File: config.mk
export PLATFORM = sky130hd
export DESIGN_NAME = mburst_rd_master
export DESIGN_NICKNAME = d
export VERILOG_FILES = /design/src/rtl/mbrd_pkg.sv /design/src/rtl/mbrd_rst_sync.sv /design/src/rtl/mbrd_addr_step.sv /design/src/rtl/mbrd_beat_track.sv /design/src/rtl/mburst_rd_master.sv
export SDC_FILE = /design/constraint.sdc
export NUM_CORES = 1
export LEC_CHECK = 0
export BUFFER_PORTS_ARGS = -buffer_cell sky130_fd_sc_hd__buf_2
export CAP_MARGIN = 30
export CORE_AREA = 3 3 258 260
export CTS_CLUSTER_SIZE = 30
export DETAILED_ROUTE_END_ITERATION = 8
export DIE_AREA = 0 0 261 263
export PLACE_DENSITY = 0.44
export SYNTH_ARGS = -nofsm -noshare
export SYNTH_HDL_FRONTEND = slang
export SYNTH_HIERARCHICAL = 1
export SYNTH_SLANG_ARGS = --single-unit
File: constraint.sdc
create_clock -name clk -period 7 [get_ports clk]
set_clock_uncertainty 0.2 [all_clocks]
set_input_delay 0.7 -clock clk [delete_from_list [all_inputs] [get_ports clk]]
set_output_delay 0.7 -clock clk [all_outputs]
set_load 0.01 [all_outputs]
File: src/rtl/mbrd_pkg.sv
`timescale 1ns/1ps
package mbrd_pkg;
  typedef enum logic [1:0] {
    ST_IDLE = 2'd0,
    ST_ADDR = 2'd1,
    ST_DATA = 2'd2
  } rd_state_e;

  localparam logic [1:0] BURST_INCR = 2'b01;
endpackage

File: src/rtl/mbrd_rst_sync.sv
`timescale 1ns/1ps
// Asynchronous assert, synchronous release of the combined reset.
module mbrd_rst_sync #(
  parameter int STAGES = 2
) (
  input  logic clk,
  input  logic arst_n,
  output logic rst_n_o
);
  logic [STAGES-1:0] sync_q;

  always_ff @(posedge clk or negedge arst_n) begin
    if (!arst_n) sync_q <= '0;
    else         sync_q <= {sync_q[STAGES-2:0], 1'b1};
  end

  assign rst_n_o = sync_q[STAGES-1];
endmodule

File: src/rtl/mbrd_addr_step.sv
`timescale 1ns/1ps
// Holds the current burst address and the request base; steps with wrap.
module mbrd_addr_step #(
  parameter int            AW     = 32,
  parameter logic [AW-1:0] STRIDE = 'h2000
) (
  input  logic          clk,
  input  logic          rst_n,
  input  logic          load,
  input  logic [AW-1:0] load_addr,
  input  logic          step,
  input  logic [AW-1:0] end_addr,
  output logic [AW-1:0] addr_o
);
  localparam logic [AW:0] STRIDE_X = {1'b0, STRIDE};

  logic [AW-1:0] cur_q, cur_d, base_q, base_d;
  logic [AW:0]   sum;
  logic          wrap;
  logic          upd;

  always_comb begin
    sum    = {1'b0, cur_q} + STRIDE_X;
    wrap   = sum > {1'b0, end_addr};
    cur_d  = cur_q;
    base_d = base_q;
    if (load) begin
      cur_d  = load_addr;
      base_d = load_addr;
    end else if (step) begin
      cur_d = wrap ? base_q : sum[AW-1:0];
    end
  end

  assign upd = load | step;

  always_ff @(posedge clk or negedge rst_n) begin
    if (!rst_n) begin
      cur_q  <= '0;
      base_q <= '0;
    end else if (upd) begin
      cur_q  <= cur_d;
      base_q <= base_d;
    end
  end

  assign addr_o = cur_q;

  // a step lands on previous + stride or back on the base
  assert_step_R3: assert property (@(posedge clk) disable iff (!rst_n)
    (step && !load) |=> ((addr_o == $past(cur_q) + STRIDE) || (addr_o == $past(base_q))));
endmodule

File: src/rtl/mbrd_beat_track.sv
`timescale 1ns/1ps
// Counts requested beats left, gates user handshake and RREADY.
module mbrd_beat_track #(
  parameter int LW = 32
) (
  input  logic          clk,
  input  logic          rst_n,
  input  logic          load,
  input  logic [LW-1:0] load_len,
  input  logic          active,
  input  logic          r_valid,
  input  logic          r_last,
  input  logic          usr_ready,
  output logic          usr_valid,
  output logic          usr_last,
  output logic          r_ready,
  output logic          burst_end,
  output logic          all_done
);
  logic [LW-1:0] rem_q, rem_d;
  logic          have_rem;
  logic          take;
  logic          upd;

  assign have_rem  = rem_q != '0;
  assign usr_valid = active & r_valid & have_rem;
  assign usr_last  = usr_valid & (rem_q == LW'(1));
  assign r_ready   = active & (have_rem ? usr_ready : 1'b1);
  assign take      = usr_valid & usr_ready;
  assign burst_end = active & r_valid & r_ready & r_last;

  always_comb begin
    rem_d = rem_q;
    if (load)      rem_d = load_len;
    else if (take) rem_d = rem_q - LW'(1);
  end

  assign all_done = rem_d == '0;
  assign upd      = load | take;

  always_ff @(posedge clk or negedge rst_n) begin
    if (!rst_n)   rem_q <= '0;
    else if (upd) rem_q <= rem_d;
  end

  // after the final user beat no further beat is offered
  assert_last_final_R8: assert property (@(posedge clk) disable iff (!rst_n)
    (usr_valid && usr_ready && usr_last) |=> !usr_valid);
endmodule

File: src/rtl/mburst_rd_master.sv
`timescale 1ns/1ps
module mburst_rd_master
  import mbrd_pkg::*;
#(
  parameter int             AW          = 32,
  parameter int             DW          = 256,
  parameter int             LW          = 32,
  parameter int             IDW         = 4,
  parameter int             BURST_BEATS = 256,
  parameter logic [AW-1:0]  STRIDE      = 'h2000,
  parameter int             SYNC_STAGES = 2
) (
  input  logic           clk,
  input  logic           rst_n,
  input  logic           calib_done,
  input  logic [AW-1:0]  end_addr,
  input  logic           req_en,
  input  logic [AW-1:0]  req_addr,
  input  logic [LW-1:0]  req_len,
  output logic           busy,
  output logic [DW-1:0]  usr_data,
  output logic           usr_valid,
  output logic           usr_last,
  input  logic           usr_ready,
  output logic [IDW-1:0] ar_id,
  output logic [AW-1:0]  ar_addr,
  output logic [7:0]     ar_len,
  output logic [2:0]     ar_size,
  output logic [1:0]     ar_burst,
  output logic           ar_valid,
  input  logic           ar_ready,
  input  logic [DW-1:0]  r_data,
  input  logic           r_last,
  input  logic           r_valid,
  output logic           r_ready
);
  localparam logic [7:0] LEN_CODE  = 8'(BURST_BEATS - 1);
  localparam logic [2:0] SIZE_CODE = 3'($clog2(DW / 8));

  logic      arst_comb_n;
  logic      rst_i_n;
  rd_state_e st_q, st_d;
  logic      start;
  logic      step;
  logic      active;
  logic      burst_end;
  logic      all_done;
  logic      st_upd;

  assign arst_comb_n = rst_n & calib_done;

  mbrd_rst_sync #(.STAGES(SYNC_STAGES)) i_rst_sync (
    .clk     (clk),
    .arst_n  (arst_comb_n),
    .rst_n_o (rst_i_n)
  );

  assign start  = (st_q == ST_IDLE) && req_en && (req_len != '0);
  assign active = st_q == ST_DATA;
  assign step   = burst_end && !all_done;

  mbrd_addr_step #(.AW(AW), .STRIDE(STRIDE)) i_addr_step (
    .clk       (clk),
    .rst_n     (rst_i_n),
    .load      (start),
    .load_addr (req_addr),
    .step      (step),
    .end_addr  (end_addr),
    .addr_o    (ar_addr)
  );

  mbrd_beat_track #(.LW(LW)) i_beat_track (
    .clk       (clk),
    .rst_n     (rst_i_n),
    .load      (start),
    .load_len  (req_len),
    .active    (active),
    .r_valid   (r_valid),
    .r_last    (r_last),
    .usr_ready (usr_ready),
    .usr_valid (usr_valid),
    .usr_last  (usr_last),
    .r_ready   (r_ready),
    .burst_end (burst_end),
    .all_done  (all_done)
  );

  always_comb begin
    st_d = st_q;
    unique case (st_q)
      ST_IDLE: if (start)     st_d = ST_ADDR;
      ST_ADDR: if (ar_ready)  st_d = ST_DATA;
      ST_DATA: if (burst_end) st_d = all_done ? ST_IDLE : ST_ADDR;
      default:                st_d = ST_IDLE;
    endcase
  end

  assign st_upd = st_d != st_q;

  always_ff @(posedge clk or negedge rst_i_n) begin
    if (!rst_i_n)    st_q <= ST_IDLE;
    else if (st_upd) st_q <= st_d;
  end

  assign busy     = st_q != ST_IDLE;
  assign ar_valid = st_q == ST_ADDR;
  assign ar_id    = '0;
  assign ar_len   = LEN_CODE;
  assign ar_size  = SIZE_CODE;
  assign ar_burst = BURST_INCR;
  assign usr_data = r_data;

  // address request held stable until accepted
  assert_ar_hold_R5: assert property (@(posedge clk) disable iff (!rst_i_n)
    (ar_valid && !ar_ready) |=> (ar_valid && $stable(ar_addr)));

  // no back-to-back address requests; data must come first
  assert_one_burst_R6: assert property (@(posedge clk) disable iff (!rst_i_n)
    (ar_valid && ar_ready) |=> !ar_valid);

  // surplus beats are drained, never stalled
  assert_drain_R9: assert property (@(posedge clk) disable iff (!rst_i_n)
    (active && r_valid && !usr_valid) |-> r_ready);

  // busy only ends on an accepted burst end
  assert_busy_fall_R10: assert property (@(posedge clk) disable iff (!rst_i_n)
    $fell(busy) |-> $past(r_valid && r_ready && r_last));
endmodule

Word-level counts from Yosys, hierarchy flattened:

Cells that the tools add are included.
W data, S select, Z words.

* register bits after elaboration: 100
* output and inout port bits: 310
* word-level logic and storage cells: 45

* add/subtract/negate cells: 2
* magnitude comparators: 1
* eq/ne operators: 4
* muxes and demuxes: 11
* bitwise gates (word level): 10
* reductions and logical operators: 12

Operator list (number)
* $mux W32: 5
* $reduce_bool A32 Y1: 2
* $add A32 B14 Y33 const B: 1
* $gt A33 B32 Y1: 1
* $eq A32 B1 Y1 const B: 1
* $logic_not A32 Y1: 1
* $sub A32 B1 Y32 const B: 1
* $and A1 B1 Y1: 8
* $mux W2: 3
* $pmux W2 S3: 1
* $reduce_and A2 Y1: 2
* $reduce_bool A2 Y1: 2
* $logic_and A1 B1 Y1: 3
* $eq A2 B1 Y1 const B: 1
* $eq A2 B2 Y1 const B: 1
* $logic_not A2 Y1: 1
* $mux W1: 2
* $ne A2 B2 Y1: 1
* $or A1 B1 Y1: 2
* $logic_not A1 Y1: 1

Depth between registers and ports, before layout:

Gate-level depths: netlist of the first run.

* depth in word-level cells: 11
* gate-level depth with buffers: 19
* mapped depth without buffers: 17

By module:

The synthesis of the first run kept the hierarchy.

Modules (own cells, without submodules)
* mbrd_addr_step: times used 1, cells each 417, area an instance 4126.5 um^2
* mbrd_beat_track: times used 1, cells each 261, area an instance 2260.9 um^2
* mburst_rd_master: times used 1, cells each 298, area an instance 2248.4 um^2
* mbrd_rst_sync: times used 1, cells each 3, area an instance 53.8 um^2

Least setup slack after synthesis of the first run:

OpenSTA, ideal clock, no wires.

* path kind: input to register
* from: input port req_len[24]
* to: register i_addr_step.cur_q[15], in the netlist i_addr_step/addr_o[15]
* setup time: 140 ps
* arrival time: 4078 ps
* setup slack: 2582 ps
* stages on the path: 18
* path through: nor4_1 -> nand4_1 -> o211a_1 -> clkbuf_1 -> or4b_2 -> a31oi_1 -> a311oi_1 -> o2111ai_1 -> nor4b_2 -> nand4_1 -> and4b_1 -> nor2_1 -> clkbuf_1 -> nor2b_1 -> o21ai_1 -> and2_1 -> a2111oi_0 -> a211oi_1

* longest elaborated chain between the ends: 8
* elaborated cells between the ends (all ways): 10

RTL lines
* start, declared: line mburst_rd_master.sv:19 `input logic [LW-1:0] req_len,`
* $reduce_bool A32 Y1 *: line mburst_rd_master.sv:58 `assign start = (st_q == ST_IDLE) && req_en && (req_len != '0);`
* $logic_and A1 B1 Y1 *: line mburst_rd_master.sv:58
* net start: line mburst_rd_master.sv:43 `logic start;`
* $mux W32 *: line mbrd_beat_track.sv:34 `if (load) rem_d = load_len;`
* $logic_not A32 Y1 *: line mbrd_beat_track.sv:38 `assign all_done = rem_d == '0;`
* net all_done: line mburst_rd_master.sv:47 `logic all_done;`
* $logic_not A1 Y1 *: line mburst_rd_master.sv:60 `assign step = burst_end && !all_done;`
* $logic_and A1 B1 Y1 *: line mburst_rd_master.sv:60
* net step: line mburst_rd_master.sv:44 `logic step;`
* $reduce_bool A2 Y1 (no source line) or $or A1 B1 Y1 (tied branches)
* $reduce_and A2 Y1 (no source line) *
* end signal, assigned: line mbrd_addr_step.sv:42 `cur_q <= cur_d;`
* end, declared: line mbrd_addr_step.sv:17 `logic [AW-1:0] cur_q, cur_d, base_q, base_d;`

The timed path passes the listed nets; every way through them passes the cells marked *.
A chain may end at the register's enable or synchronous reset.

Final worst setup path of the first run:

* from: register i_beat_track.rem_q[12]
* to: register i_addr_step.cur_q[2], in the netlist i_addr_step/addr_o[2]

* longest elaborated chain between the ends: 10
* elaborated cells between the ends (all ways): 16

RTL lines
* start, declared: line mbrd_beat_track.sv:20 `logic [LW-1:0] rem_q, rem_d;`
* start signal, assigned: line mbrd_beat_track.sv:43 `else if (upd) rem_q <= rem_d;`
* branches (longest 3 deep; another with $sub A32 B1 Y32)
* $mux W32 *: line mbrd_beat_track.sv:35 `else if (take) rem_d = rem_q - LW'(1);`
* $mux W32 *: line mbrd_beat_track.sv:34
* $logic_not A32 Y1 *: line mbrd_beat_track.sv:38
* net all_done: line mburst_rd_master.sv:47
* $logic_not A1 Y1 *: line mburst_rd_master.sv:60
* $logic_and A1 B1 Y1 *: line mburst_rd_master.sv:60
* net step: line mburst_rd_master.sv:44
* $reduce_bool A2 Y1 (no source line) or $or A1 B1 Y1 (tied branches)
* $reduce_and A2 Y1 (no source line) *

Mark *: on every way through the listed nets, which the timed path passes.

==> results of run 1 <==
==> logic make-up (layout without fill, tap and decap cells) <==
kind of cell / count (synthesis) / after routing / synth area share
other: 3 / 18 / 0.00130
AO/OA/AOI/OAI: 167 / 167 / 0.129
buffers and inverters: 361 / 228 / 0.279
AND/OR/NAND/NOR: 223 / 223 / 0.150
adder cells (fa/ha/maj): 36 / 36 / 0.0518
XOR/XNOR: 39 / 39 / 0.0393
flip-flops: 100 / 100 / 0.288
multiplexers: 50 / 50 / 0.0612
==> stage by stage <==
step	util	std cells	setup slack (ps)	area (sq um)	hold slack, ps
3_5_place_dp	0.131	1698	1670	8450	136
2_1_floorplan	-	994	2580	8750	131
5_1_grt	0.136	1716	1630	8760	162
4_1_cts	0.136	1716	2050	8760	151
6_report	0.136	1716	2010	8760	112
3_3_place_gp	0.131	1696	1690	8400	135
==> cells in the final DEF, fill, tap and decap left out, types with 14 or more instances in the layout <==
cell type and count:
mux2_2 21, dfrtp_1 99, nor2_1 31, conb_1 18, o21ai_0 35, ha_1 36
nand2_1 59, nor4_1 17, nand4_1 14, inv_1 59, xnor2_1 24, a21oi_1 21
buf_2 140, a22oi_1 17, o21ai_1 31, nor3_1 15, mux2i_1 28, xor2_1 15
==> metal layers <==
metal | wire length, microns | share of wire | global-route usage | vias to the layer above
met5 | 13 | 0.00039 | 0 | -
met4 | 2150 | 0.064 | 0.0604 | 2
met3 | 3320 | 0.099 | 0.0410 | 139
met2 | 15200 | 0.45 | 0.150 | 366
met1 | 12800 | 0.38 | 0.107 | 3020
li1 | - | - | - | 2859
==> sequential cells by signal (all words and copies together) (netlist names) <==
| name | count |
|---|---|
| i_addr_step/addr_o | 32 |
| i_addr_step/base_q | 32 |
| i_beat_track/rem_q | 32 |
| i_rst_sync/sync_q | 2 |
| st_q | 2 |
==> report_power, final <==
part	total (W)	internal [W]	switching (W)
sequential	0.00117	0.000853	0.000312
combinational	0.00155	0.000653	0.000900
clock	0.000552	0.000267	0.000285
==> layout make-up <==
| cell class | count | area (sq um) |
|---|---|---|
| clock buffers | 13 | 260 |
| clock inverters | 3 | 28.8 |
| fillers | 7378 | 55600 |
| inverters | 59 | 221 |
| multi-input cells | 533 | 3840 |
| flip-flops and latches | 100 | 2510 |
| well taps | 855 | 1070 |
| repair buffers | 153 | 836 |
==> worst max-delay path: stages (launching register included) <==
cell and delay [ps]:
dfrtp_1 440, nor4_1 580, nand4_1 570, a211oi_1 650, nand3b_1 150, xor2_1 160, o21ai_0 410, nor4_1 110
and4b_1 230, nor2_1 80, buf_4 210, nand2_1 110, a21oi_4 580, mux2i_1 280, o21ai_1 70
==> path summary, 6_finish.rpt <==
kind                                                            to
worst min-delay path                           st_q[1]$_DFFE_PN0P_
worst min register to register                 st_q[1]$_DFFE_PN0P_
max in group asynchronous       i_addr_step/addr_o[18]$_DFFE_PN0N_
worst max register to register   i_addr_step/addr_o[2]$_DFFE_PN0P_
worst max-delay path             i_addr_step/addr_o[2]$_DFFE_PN0P_
min in group clk                    i_rst_sync/sync_q[1]$_DFF_PN0_
==> repair_timing <==
item | 4_1_cts | 5_1_grt
hold buffers | 2 | 0
setup endpoints to repair | 0 | 0
endpoints found under the hold margin | 2 | 0
==> qor.txt, run 1 <==
vias in the first global route: 6777
vias per inst: 3.72
largest cells by area after synthesis: dfrtp_1 (29%), buf_4 (24%), ha_1 (5.2%)
Unique masters post-synth: 83
Req. time, crit path: 7060 ps
max cap viols: 0
Synth Flop Type: dfrtp_1
Rows: 93
initial core utilization: 0.135
TritonCTS buffer count: 9
Tot Pwr: 0.00327 W
Setup TNS: 0 ps
CTS Sinks: 100
Ant. Diodes: 0
post-DP HPWL: 26600 microns
Core Footprint: 0.0643 sq mm
drt wl/cell: 19.5 microns
1st-pass router iterations: 5
Slew HR: 0.424
leakage power: 3.62 nW
fraction of registers with async set/reset: 1.00
synth cell count leaders: buf_4 (274), dfrtp_1 (100), inv_1 (59), nand2_1 (59), ha_1 (36)
Die Wd: 261 microns
GRT overflow: 0
CP startpoint kind: flop
Final Cycle Share: 0.712
max-slew violations: 0
CTS tree: built
crit path max fanout: 13
DRC: 0
hold crit path type: reg2async
critical path arrival: 5050 ps
crit end category: flop
worst r2r src: i_beat_track/rem_q[12]$_DFFE_PN0P_
Net count, final: 1252
VDD IR max: 0.116 mV
largest net degree at the start of global routing: 57
Root Buffer: clkbuf_16
final wirelength: 33500 microns
minimum clock period: 4990 ps
final hold vios: 0
Worst Setup SP: i_beat_track/rem_q[12]$_DFFE_PN0P_
kind of critical path: reg2reg
RD Place Congestion: 0.813
CTS HTree Levels: 3
I/O Buffers: 140
Mapped Cells: 979
worst skew pair latency: 390 ps
gr usage total: 0.0960
outcome: completed
P per Cell Area: 373 mW/mm^2
syn avg cell area: 8.88 sq um
number of top-level pins: 670
antenna viol nets, final: 0
total vias in the final route: 6386
post-synthesis sequential area ratio: 0.288
Longest Clk Path Bufs: 2
Area Growth Syn to Fin: 0.806%
DIE AREA: 0.0686 sq mm
first-pass GRT wire length: 47500 microns
worst slew pin tran: 858 ps
Worst R2R Path Depth: 14
Synth Warn #: 6
Cell Area, Synth: 0.00869 sq mm
# setup viols final: 0
Synth area leader: dfrtp_1
post-CTS setup repair buffer count: 0
flop-to-flop setup slack: 2010 ps
post_cts resized: 0
fraction of layout cells with a size suffix above 1: 0.261
DRT iter0 DRCs: 467
post-synth top area share: 0.288
Vert. Die Dim: 263 microns
Synth Register Bits: 100
RSZ-0062 raised after global routing: no
antenna violations before repair: 4
clock slew at reported path FFs: 90 ps
most frequent cell after synthesis: buf_4
Post-synth EDFFs: 0
Highest Clock Rate: 201 MHz
No activity file was read; power rests on OpenSTA's default activity.
==> run 2: changes to the inputs <==
- ABC_AREA: unset -> 1
- PLACE_DENSITY: 0.44 -> 0.46
- clock period: 7 -> 4.13 ns (I/O delays scaled with it)
==> run 2 against run 1 <==
Net effect: utilization grew 1.5 points; critical path depth is 9 higher; count of clock-buffer cells in the layout down 4.
==> qor.txt, run 2 <==
Longest Clk Path Bufs: 2 (unchanged)
outcome: completed
antenna viol nets, final: 0 (unchanged)
gr usage total: 0.0976 (+0.00162)
clock slew at reported path FFs: 90 ps (about the same)
vias per inst: 3.61 (-3.1%)
CP max stage delay: 440 ps (-210 ps)
Slew HR: 0.622 (+0.198)
worst slew pin tran: 567 ps (-291 ps)
initial core utilization: 0.147 (+0.0119)
number of top-level pins: 670 (unchanged)
Final Cell Area: 0.00970 sq mm (+11%)
Net count, final: 1679 (+34%)
total vias in the final route: 7727 (+21%)
flop-to-flop setup slack: 400 ps (-1610 ps)
R2R Path End: i_addr_step/addr_o[14]$_DFFE_PN0N_
crit end category: flop
RD Place Congestion: 0.827 (+1.7%)
1st-pass router iterations: 5 (unchanged)
final hold vios: 0 (unchanged)
post-synthesis sequential area ratio: 0.265 (-0.0234)
Final Cycle Share: 0.903 (+0.191)
crit path capture: i_addr_step/addr_o[14]$_DFFE_PN0N_
switching power total: 0.00300 W (+100%)
# setup viols final: 0 (unchanged)
Vert. Die Dim: 263 microns (unchanged)
hold crit path type: in2reg
Root Buffer: clkbuf_16
Synth Warn #: 6 (unchanged)
register area: 0.00251 sq mm (unchanged)
final wirelength: 34600 microns (+3.2%)
critical path arrival: 3860 ps (-1190 ps)
Highest Clock Rate: 268 MHz (+34%)
internal power: 0.00304 W (+71%)
synth cell count leaders: nand2_1 (397), buf_4 (275), inv_1 (135)
Ant. Diodes: 0 (unchanged)
commonest non-fill, non-tap cell in the layout: nand2_1
most frequent cells in the layout: nand2_1 (397), buf_2 (140), inv_1 (133), nor2_1 (133), dfrtp_1 (99)
I/O Buffers: 140 (unchanged)
largest cells by area after synthesis: dfrtp_1 (26%), buf_4 (22%), nand2_1 (16%)
Die Wd: 261 microns (unchanged)
Clock power frac: 0.155 (-0.014)
critical path, cell by cell: inv_1 > ha_1 > nand2_1 > nor2_2 > nand2_4 > inv_2 > nand2_2 > nand3_4 > nand2_1 > nand2_1 > nand2_1 > nand2_1 > nor2_1 > nand2_1 > nor2_1 > nand2_1 > nor2_1 > nor2_1 > buf_4 > inv_1 > nor2_1 > inv_1 > o21ai_0
vias in the first global route: 7550 (+11%)
P per Cell Area: 623 mW/mm^2 (+67%)
VDD IR max: 0.259 mV (+120%)
CTS tree: built
Cell Area, Synth: 0.00946 sq mm (+8.8%)
TritonCTS buffer count: 9 (unchanged)
Worst Setup SP: i_beat_track/rem_q[0]$_DFFE_PN0P_
Synth area leader: dfrtp_1
Comb pwr share: 0.527 (+0.052)
worst skew pair latency: 400 ps (about the same)
kind of critical path: reg2reg
minimum clock period: 3730 ps (-1260 ps)
syn avg cell area: 6.80 sq um (-23%)
Core Footprint: 0.0643 sq mm (unchanged)
Unique masters post-synth: 42 (-49%)
DIE AREA: 0.0686 sq mm (unchanged)
Area Growth Syn to Fin: 2.54%
Setup TNS: 0 ps (unchanged)
post-synth top area share: 0.265 (-0.0234)
DRT iter0 DRCs: 344 (-26%)
area of the multi-input gates: 0.00429 sq mm (+12%)
Worst R2R Path Depth: 23 (+9)
Post-synth EDFFs: 0 (unchanged)
most frequent cell after synthesis: nand2_1
RSZ-0062 raised after global routing: no
placed cell areas: 0.00929 sq mm (+9.9%)
total stage count of the critical path: 23 (+9)
max-slew violations: 0 (unchanged)
Reg power frac: 0.318 (-0.038)
drt wl/cell: 16.1 microns (-17%)
post-DP HPWL: 27500 microns (+3.3%)
crit path max fanout: 17 (+4)
Synth Register Bits: 100 (unchanged)
Mapped Cells: 1391 (+42%)
CP startpoint kind: flop
CP Buf/Inv Count: 5 (+4)
fraction of layout cells with a size suffix above 1: 0.185 (-0.0765)
Critical-path top delay cell: dfrtp_1
Synth Flop Type: dfrtp_1
post-CTS setup repair buffer count: 0 (unchanged)
most frequent CP cell: nand2_1
Req. time, crit path: 4260 ps (-2800 ps)
largest net degree at the start of global routing: 65 (+14%)
first-pass GRT wire length: 49400 microns (+3.9%)
Rows: 93 (unchanged)
leakage power: 4.98 nW (+37%)
DRC: 0 (unchanged)
worst r2r src: i_beat_track/rem_q[0]$_DFFE_PN0P_
sw frac: 0.497 (+0.0396)
fraction of registers with async set/reset: 1.00 (unchanged)
hold slack final: 34.1 ps (-78.2 ps)
GRT overflow: 0 (unchanged)
CTS HTree Levels: 3 (unchanged)
largest delay contributor family on the critical path: simple AND/OR/NAND/NOR gates
post-layout util: 0.151 (+0.0146)
CTS Sinks: 100 (unchanged)
Filler cells: 7490 (+1.5%)
max cap viols: 0 (unchanged)
antenna violations before repair: 4 (unchanged)
run 2: cell type report:
type / count / share of cell area
multi-input cells: 863 / 0.442
repair buffers: 169 / 0.102
well taps: 855 / 0.110
clock buffers: 9 / 0.0232
clock inverters: 7 / 0.00916
flip-flops and latches: 100 / 0.258
inverters: 140 / 0.0542
run 2: cells by family after synthesis:
family	Yosys count	share of synthesized area
adders and majority gates	36	0.0476
xor gates and xnor gates	24	0.0222
and+or+nand+nor	667	0.305
other	3	0.00119
buffers and inverters	444	0.291
DFF	100	0.265
AOI/OAI and AO/OA	117	0.0691
run 2: worst min-delay path, delay by kind of cell:
kind | cells | cell delay [ps]
simple gates | 2 | 120
buf+inv | 1 | 80
run 2: metrics by stage:
step           worst slack, ps  power (W)  cells
5_1_grt                   14.5    0.00672   2143
4_1_cts                    223    0.00616   2142
3_5_place_dp               262    0.00515   2120
3_3_place_gp               271    0.00517   2120
2_1_floorplan              890    0.00430   1406
6_report                   401    0.00604   2143
run 2: how the worst min path moves through the flow:
| stage | from | end | slack, ps | depth (start not counted) |
|---|---|---|---|---|
| final | req_addr[15] | i_addr_step/base_q[15]$_DFFE_PN0P_ | 30 | 3 |
| after global routing | req_addr[15] | i_addr_step/base_q[15]$_DFFE_PN0P_ | 20 | 3 |
| after floorplan | calib_done | i_rst_sync/sync_q[0]$_DFF_PN0_ | -9 | 2 |
| after global placement | calib_done | i_rst_sync/sync_q[0]$_DFF_PN0_ | 80 | 3 |
| after detailed placement | calib_done | i_rst_sync/sync_q[0]$_DFF_PN0_ | 90 | 3 |
| after CTS | req_addr[15] | i_addr_step/base_q[15]$_DFFE_PN0P_ | 2 | 3 |
run 2: layer usage:
layer / up-vias / share of wire / GRT usage
li1: 3808 / - / -
met1: 3416 / 0.39 / 0.111
met2: 346 / 0.45 / 0.154
met4: 6 / 0.065 / 0.0614
met3: 151 / 0.089 / 0.0360
met5: - / 0.0011 / 0.000712
run 2: power groups by stage:
| stage | registers (W) | logic [W] | clock network [W] |
|---|---|---|---|
| after global routing | 0.00200 | 0.00369 | 0.00103 |
| after CTS | 0.00192 | 0.00324 | 0.00100 |
| after detailed placement | 0.00193 | 0.00322 | 0 |
| final | 0.00192 | 0.00319 | 0.000939 |
| after floorplan | 0.00187 | 0.00242 | 0 |
| after global placement | 0.00194 | 0.00323 | 0 |
run 2: what timing repair did:
action,CTS,global route
setup endpoints to repair,0,28
hold buffers,6,0
resized for setup,0,6
hold endpoints to repair,6,0
